## config.mk

```make
export PLATFORM = sky130hd
export DESIGN_NAME = atm_cell_bridge
export DESIGN_NICKNAME = d
export VERILOG_FILES = /design/src/rtl/atm_cbuf_pkg.sv /design/src/rtl/cell_fifo.sv /design/src/rtl/cbuf_ctrl_reg.sv /design/src/rtl/atm_cell_bridge.sv
export SDC_FILE = /design/constraint.sdc
export NUM_CORES = 2
export LEC_CHECK = 0
export ABC_AREA = 1
export CAP_MARGIN = 10
export CORE_MARGIN = 2
export CORE_UTILIZATION = 57
export CTS_CLUSTER_DIAMETER = 50
export DETAILED_ROUTE_END_ITERATION = 7
export PLACE_DENSITY_LB_ADDON = 0.2
export SYNTH_ARGS = -nofsm -noshare
export SYNTH_HDL_FRONTEND = slang
export SYNTH_HIERARCHICAL = 1
export SYNTH_SLANG_ARGS = --single-unit
```

## constraint.sdc

```tcl
create_clock -name clk -period 3.4 [get_ports clk]
set_clock_uncertainty 0.05 [all_clocks]
set_input_delay 0.51 -clock clk [delete_from_list [all_inputs] [get_ports clk]]
set_output_delay 0.51 -clock clk [all_outputs]
set_load 0.02 [all_outputs]
```

## src/rtl/atm_cbuf_pkg.sv

```systemverilog
package atm_cbuf_pkg;
   localparam int CR_SOC    = 0;
   localparam int CR_ROOM   = 1;
   localparam int CR_INS_EN = 2;
   localparam int CR_AVAIL  = 3;
   localparam int CR_EXT_EN = 4;

   typedef struct packed {
      logic ext_en;
      logic ins_en;
      logic soc_pend;
   } cbuf_ctrl_t;
endpackage

```

## src/rtl/cell_fifo.sv

```systemverilog
module cell_fifo #(
   parameter int DW         = 8,
   parameter int CELL_BYTES = 53,
   parameter int CELLS      = 4,
   localparam int CW = (CELLS > 1) ? $clog2(CELLS) : 1,
   localparam int NW = $clog2(CELLS + 1),
   localparam int BW = $clog2(CELL_BYTES),
   localparam int AW = $clog2(CELLS * CELL_BYTES)
) (
   input  logic          clk,
   input  logic          rst_n,
   input  logic          enable,
   input  logic          flush,
   input  logic          wr_en,
   input  logic          wr_sop,
   input  logic [DW-1:0] wr_data,
   input  logic          rd_en,
   output logic [DW-1:0] rd_data,
   output logic          rd_sop,
   output logic [NW-1:0] cell_cnt
);
   localparam int DEPTH = CELLS * CELL_BYTES;
   localparam logic [BW-1:0] LAST_BYTE = BW'(CELL_BYTES - 1);

   if (CELL_BYTES < 2) begin : g_bad_cell
      $error("cell_fifo: CELL_BYTES must be at least 2");
   end
   if (CELLS < 1) begin : g_bad_depth
      $error("cell_fifo: CELLS must be at least 1");
   end

   logic [DW-1:0] mem [DEPTH];
   logic [CW-1:0] wr_cell, rd_cell, wr_cell_nxt, rd_cell_nxt;
   logic [BW-1:0] wr_byte, rd_byte, cur_idx;
   logic          wr_drop, drop_now, wr_go, rd_go, commit, release_c;
   logic [AW-1:0] wr_addr, rd_addr;

   if ((1 << CW) == CELLS) begin : g_wrap_pow2
      assign wr_cell_nxt = wr_cell + 1'b1;
      assign rd_cell_nxt = rd_cell + 1'b1;
   end else begin : g_wrap_cmp
      assign wr_cell_nxt = (wr_cell == CW'(CELLS - 1)) ? '0 : wr_cell + 1'b1;
      assign rd_cell_nxt = (rd_cell == CW'(CELLS - 1)) ? '0 : rd_cell + 1'b1;
   end

   assign cur_idx   = wr_sop ? '0 : wr_byte;
   assign drop_now  = (cur_idx == '0) ? (cell_cnt == NW'(CELLS)) : wr_drop;
   assign wr_go     = enable && wr_en;
   assign rd_go     = enable && rd_en && (cell_cnt != '0);
   assign commit    = wr_go && !drop_now && (cur_idx == LAST_BYTE);
   assign release_c = rd_go && (rd_byte == LAST_BYTE);
   assign wr_addr   = AW'(wr_cell) * AW'(CELL_BYTES) + AW'(cur_idx);
   assign rd_addr   = AW'(rd_cell) * AW'(CELL_BYTES) + AW'(rd_byte);
   assign rd_data   = mem[rd_addr];
   assign rd_sop    = (cell_cnt != '0) && (rd_byte == '0);

   always_ff @(posedge clk) begin
      if (wr_go && !drop_now) mem[wr_addr] <= wr_data;
   end

   always_ff @(posedge clk or negedge rst_n) begin
      if (!rst_n) begin
         wr_cell  <= '0;
         rd_cell  <= '0;
         wr_byte  <= '0;
         rd_byte  <= '0;
         wr_drop  <= 1'b0;
         cell_cnt <= '0;
      end else if (flush) begin
         wr_cell  <= '0;
         rd_cell  <= '0;
         wr_byte  <= '0;
         rd_byte  <= '0;
         wr_drop  <= 1'b0;
         cell_cnt <= '0;
      end else begin
         if (wr_go) begin
            wr_drop <= drop_now;
            if (cur_idx == LAST_BYTE) begin
               wr_byte <= '0;
               if (!drop_now) wr_cell <= wr_cell_nxt;
            end else begin
               wr_byte <= cur_idx + 1'b1;
            end
         end
         if (rd_go) begin
            if (rd_byte == LAST_BYTE) begin
               rd_byte <= '0;
               rd_cell <= rd_cell_nxt;
            end else begin
               rd_byte <= rd_byte + 1'b1;
            end
         end
         if (commit && !release_c)      cell_cnt <= cell_cnt + 1'b1;
         else if (release_c && !commit) cell_cnt <= cell_cnt - 1'b1;
      end
   end
endmodule

```

## src/rtl/cbuf_ctrl_reg.sv

```systemverilog
module cbuf_ctrl_reg
   import atm_cbuf_pkg::*;
(
   input  logic       clk,
   input  logic       rst_n,
   input  logic       reg_wr,
   input  logic [7:0] wdata,
   input  logic       ins_wr,
   input  logic       avail,
   input  logic       room,
   output logic [7:0] rdata,
   output cbuf_ctrl_t ctrl,
   output logic       flush_ins,
   output logic       flush_ext
);
   assign flush_ins = reg_wr && ctrl.ins_en && !wdata[CR_INS_EN];
   assign flush_ext = reg_wr && ctrl.ext_en && !wdata[CR_EXT_EN];

   always_ff @(posedge clk or negedge rst_n) begin
      if (!rst_n) begin
         ctrl.ext_en   <= 1'b1;
         ctrl.ins_en   <= 1'b1;
         ctrl.soc_pend <= 1'b0;
      end else begin
         if (reg_wr) begin
            ctrl.ext_en <= wdata[CR_EXT_EN];
            ctrl.ins_en <= wdata[CR_INS_EN];
         end
         if (flush_ins || ins_wr)          ctrl.soc_pend <= 1'b0;
         else if (reg_wr && wdata[CR_SOC]) ctrl.soc_pend <= 1'b1;
      end
   end

   always_comb begin
      rdata            = '0;
      rdata[CR_EXT_EN] = ctrl.ext_en;
      rdata[CR_AVAIL]  = avail;
      rdata[CR_INS_EN] = ctrl.ins_en;
      rdata[CR_ROOM]   = room;
   end
endmodule

```

## src/rtl/atm_cell_bridge.sv

```systemverilog
module atm_cell_bridge
   import atm_cbuf_pkg::*;
#(
   parameter int CELL_BYTES = 53,
   parameter int CELLS      = 4
) (
   input  logic       clk,
   input  logic       rst_n,
   input  logic       cpu_reg_wr,
   input  logic [7:0] cpu_reg_wdata,
   output logic [7:0] cpu_reg_rdata,
   input  logic       cpu_ins_wr,
   input  logic [7:0] cpu_ins_data,
   input  logic       cpu_ext_rd,
   output logic [7:0] cpu_ext_data,
   input  logic       tx_ins_rd,
   output logic [7:0] tx_ins_data,
   output logic       tx_ins_sop,
   output logic       tx_ins_cell_rdy,
   input  logic       tx_ext_wr,
   input  logic       tx_ext_sop,
   input  logic [7:0] tx_ext_data
);
   localparam int NW = $clog2(CELLS + 1);

   cbuf_ctrl_t    ctrl;
   logic          flush_ins, flush_ext, room, avail, ext_sop_unused;
   logic [NW-1:0] ins_cnt, ext_cnt;

   assign room            = ctrl.ins_en && (ins_cnt < NW'(CELLS));
   assign avail           = ctrl.ext_en && (ext_cnt != '0);
   assign tx_ins_cell_rdy = ctrl.ins_en && (ins_cnt != '0);

   cbuf_ctrl_reg u_ctrl (
      .clk       (clk),
      .rst_n     (rst_n),
      .reg_wr    (cpu_reg_wr),
      .wdata     (cpu_reg_wdata),
      .ins_wr    (cpu_ins_wr),
      .avail     (avail),
      .room      (room),
      .rdata     (cpu_reg_rdata),
      .ctrl      (ctrl),
      .flush_ins (flush_ins),
      .flush_ext (flush_ext)
   );

   cell_fifo #(.DW(8), .CELL_BYTES(CELL_BYTES), .CELLS(CELLS)) u_ins (
      .clk      (clk),
      .rst_n    (rst_n),
      .enable   (ctrl.ins_en),
      .flush    (flush_ins),
      .wr_en    (cpu_ins_wr),
      .wr_sop   (ctrl.soc_pend),
      .wr_data  (cpu_ins_data),
      .rd_en    (tx_ins_rd),
      .rd_data  (tx_ins_data),
      .rd_sop   (tx_ins_sop),
      .cell_cnt (ins_cnt)
   );

   cell_fifo #(.DW(8), .CELL_BYTES(CELL_BYTES), .CELLS(CELLS)) u_ext (
      .clk      (clk),
      .rst_n    (rst_n),
      .enable   (ctrl.ext_en),
      .flush    (flush_ext),
      .wr_en    (tx_ext_wr),
      .wr_sop   (tx_ext_sop),
      .wr_data  (tx_ext_data),
      .rd_en    (cpu_ext_rd),
      .rd_data  (cpu_ext_data),
      .rd_sop   (ext_sop_unused),
      .cell_cnt (ext_cnt)
   );
endmodule

```

==> impl_metrics.env <==
export IMPL_status="finished, violations left"
export IMPL_violations="setup timing"
export IMPL_critPathTopFamily="adder cells"
export IMPL_num_rows=184
export IMPL_setup_viol=16
export IMPL_wl_per_cell_um=24.3
export IMPL_setup_tns_ns=-22.11
export IMPL_finalPower_mw=132
export IMPL_critPathBufInv=6
export IMPL_synthCells=12600
export IMPL_pre_cts_slack_ns=-1.35
export IMPL_grt_pass1_wl_um=618000
export IMPL_crit_path_top_delay_cell="fa_4"
export IMPL_core_area_mm2=0.251
export IMPL_fin_nets=13600
export IMPL_grt_max_degree=84
export IMPL_cts_tree="done"
export IMPL_cts_buffers=387
export IMPL_worstMarginPinSlew_ns=1.01
export IMPL_clkLatencyLatePin_ns=0.93
export IMPL_grt_overflow_total=0
export IMPL_worstHoldPathType="in -> reg"
export IMPL_p_seq_share_pct=35.5
export IMPL_power_density_mw_per_mm2=753
export IMPL_first_iter_violations=13200
export IMPL_grt_use_total_pct=32.0
export IMPL_root_buffer="clkbuf_16"
export IMPL_yosysWarnings=6
export IMPL_globalplace_congestion=0.986
export IMPL_htree_num_levels=5
export IMPL_wl_um=417000
export IMPL_fin_ws_ns=-1.46
export IMPL_antenna_found_initial=3
export IMPL_vias_per_cell=5.94
export IMPL_clock_sinks=3435
export IMPL_crit_chain="ha_4 -> ha_4 -> inv_2 -> fa_4 -> buf_12 -> inv_6 -> buf_16 -> buf_6 -> o211ai_1 -> nand3_1 -> nand3_1 -> nand2_1 -> a21oi_2 -> nand2_4 -> nand2_4 -> buf_6"
export IMPL_first_pass_iters=7
export IMPL_slew_viol_final=0
export IMPL_drive_gt1_share_pct=18.4
export IMPL_dp_hpwl_um=254000
export IMPL_critPathKind="reg -> out"
export IMPL_max_freq_mhz=206
export IMPL_dp_cells=16300
export IMPL_clkPwrFrac_pct=31.3
export IMPL_period_needed_ns=4.86
export IMPL_rsz0062_at_grt="yes"
export IMPL_syn_cell_area_mm2=0.144
export IMPL_swShare_pct=34.4
export IMPL_p_int_mw=86.4
export IMPL_power_switching_mw=45.2
export IMPL_crit_path_end_kind="output port"
export IMPL_ir_drop_uv=924
export IMPL_vias=102000
export IMPL_whs_ns=0.0344
export IMPL_synth_avg_cell_area_um2=11.4
export IMPL_drtAntennaViolNets=0
export IMPL_die_h_um=506
export IMPL_startpoint_type="flop"
export IMPL_max_stage_delay_ns=0.76
export IMPL_initial_utilization_pct=57.2
export IMPL_fp_dieW_um=506
export IMPL_dieArea_mm2=0.256
export IMPL_port_buffers=48
export IMPL_fin_cells=17100
export IMPL_clk_path_buf_depth=4
export IMPL_cp_data_required_time_ns=2.84
export IMPL_leakagePower_nw=64.7
export IMPL_critPathMaxFanout=8
export IMPL_slew_headroom_pct=32.4
export IMPL_post_route_drc_count=0
export IMPL_p_comb_share_pct=33.1
export IMPL_num_io_pins=58
export IMPL_cap_viol_max_count=0
export IMPL_arrival_ns=4.30
export IMPL_min_period_over_period_pct=143
export IMPL_cts_reportedPaths_clkPinSlew_ns=0.06
export IMPL_grt_pass1_vias=98900
export IMPL_finalHoldViolCount=0
export IMPL_area_delta_synth_final_pct=21.7
stage by stage:
| stage | area (um^2) | utilization [%] |
|---|---|---|
| global placement | 157000 | 62.5 |
| CTS | 173000 | 69.1 |
| detailed placement | 157000 | 62.5 |
| finish | 175000 | 69.7 |
| global route | 175000 | 69.6 |
| floorplan | 144000 | - |
path summary, 6_finish.rpt:
| path | end | from | slack, ns | cells after the start |
|---|---|---|---|---|
| hold reg to reg | u_ctrl/ctrl[1] | u_ctrl/ctrl[1] | 0.46 | 2 |
| hold / removal | u_ins/mem[168][5] | cpu_ins_data[5] | 0.03 | 1 |
| setup / recovery | cpu_ext_data[5] | u_ext/rd_byte[1] | -1.46 | 16 |
| min in group asynchronous | u_ext/rd_byte[3] | rst_n | 0.26 | 2 |
| setup reg to reg | u_ins/mem[16][0] | u_ctrl/ctrl[0] | 0.04 | 18 |
| max in group asynchronous | u_ext/rd_cell[0] | rst_n | 2.35 | 2 |
routing by layer:
layer  track usage (%)  up-vias  part of all wire [%]
met5                 0        -                 0.027
met4              15.2        4                   5.3
met3              4.97     1041                   8.8
met2              52.7     5401                    49
met1              42.0    49800                    37
li1                  -    45600                     -
cells in the final DEF (no fill, tap or decap), types with 54 or more instances in the layout:
cell       instances
edfxtp_1        3392
nand2_1         2642
nand3_1         1679
nor2_1          1588
buf_4            856
o21ai_0          765
inv_1            588
clkbuf_16        400
buf_12           282
nand3_2          253
o211ai_1         221
nor2_2           137
nor2_4            93
buf_6             75
clkinv_1          73
nand3_4           65
a21oi_1           57
clkinv_2          54
registers in the layout, indices dropped and copies added, names as in the netlist:
signal / flops
u_ext/wr_drop: 1
u_ins/mem: 1696
u_ins/wr_byte: 6
u_ctrl/ctrl: 3
u_ins/rd_byte: 6
u_ext/rd_byte: 6
u_ins/wr_drop: 1
u_ins/wr_cell: 2
u_ext/wr_cell: 2
u_ext/mem: 1696
u_ext/cell_cnt: 3
u_ins/cell_cnt: 3
u_ext/wr_byte: 6
u_ins/rd_cell: 2
u_ext/rd_cell: 2
timing repair:
action	4_1_cts	5_1_grt
hold buffers	3	0
pin swaps	135	77
endpoints found under the hold margin	101	0
gates resized for setup	727	231
buffers inserted	44	18
setup endpoints to repair	2679	3083
cloned	23	6
power by group through the flow:
| stage | clock (mW) | combinational, mW | sequential [mW] |
|---|---|---|---|
| 2_1_floorplan | 0 | 22.7 | 47.6 |
| 3_3_place_gp | 0 | 38.0 | 47.6 |
| 3_5_place_dp | 0 | 38.4 | 47.6 |
| 4_1_cts | 41.5 | 42.0 | 46.8 |
| 5_1_grt | 43.3 | 46.6 | 46.7 |
| 6_report | 41.2 | 43.6 | 46.8 |
area by class of cell:
class,count,area (um^2)
Inverter,615,2380
Tap cell,3348,4190
Timing Repair inverter,1,8.76
Sequential cell,3435,103000
Clock inverter,243,2470
Multi-Input combinational cell,7741,38200
Antenna cell,5,12.5
Clock buffer,447,10100
Timing Repair Buffer,1292,14500
Fill cell,17200,76200
Power figures use the tool's default switching activity.
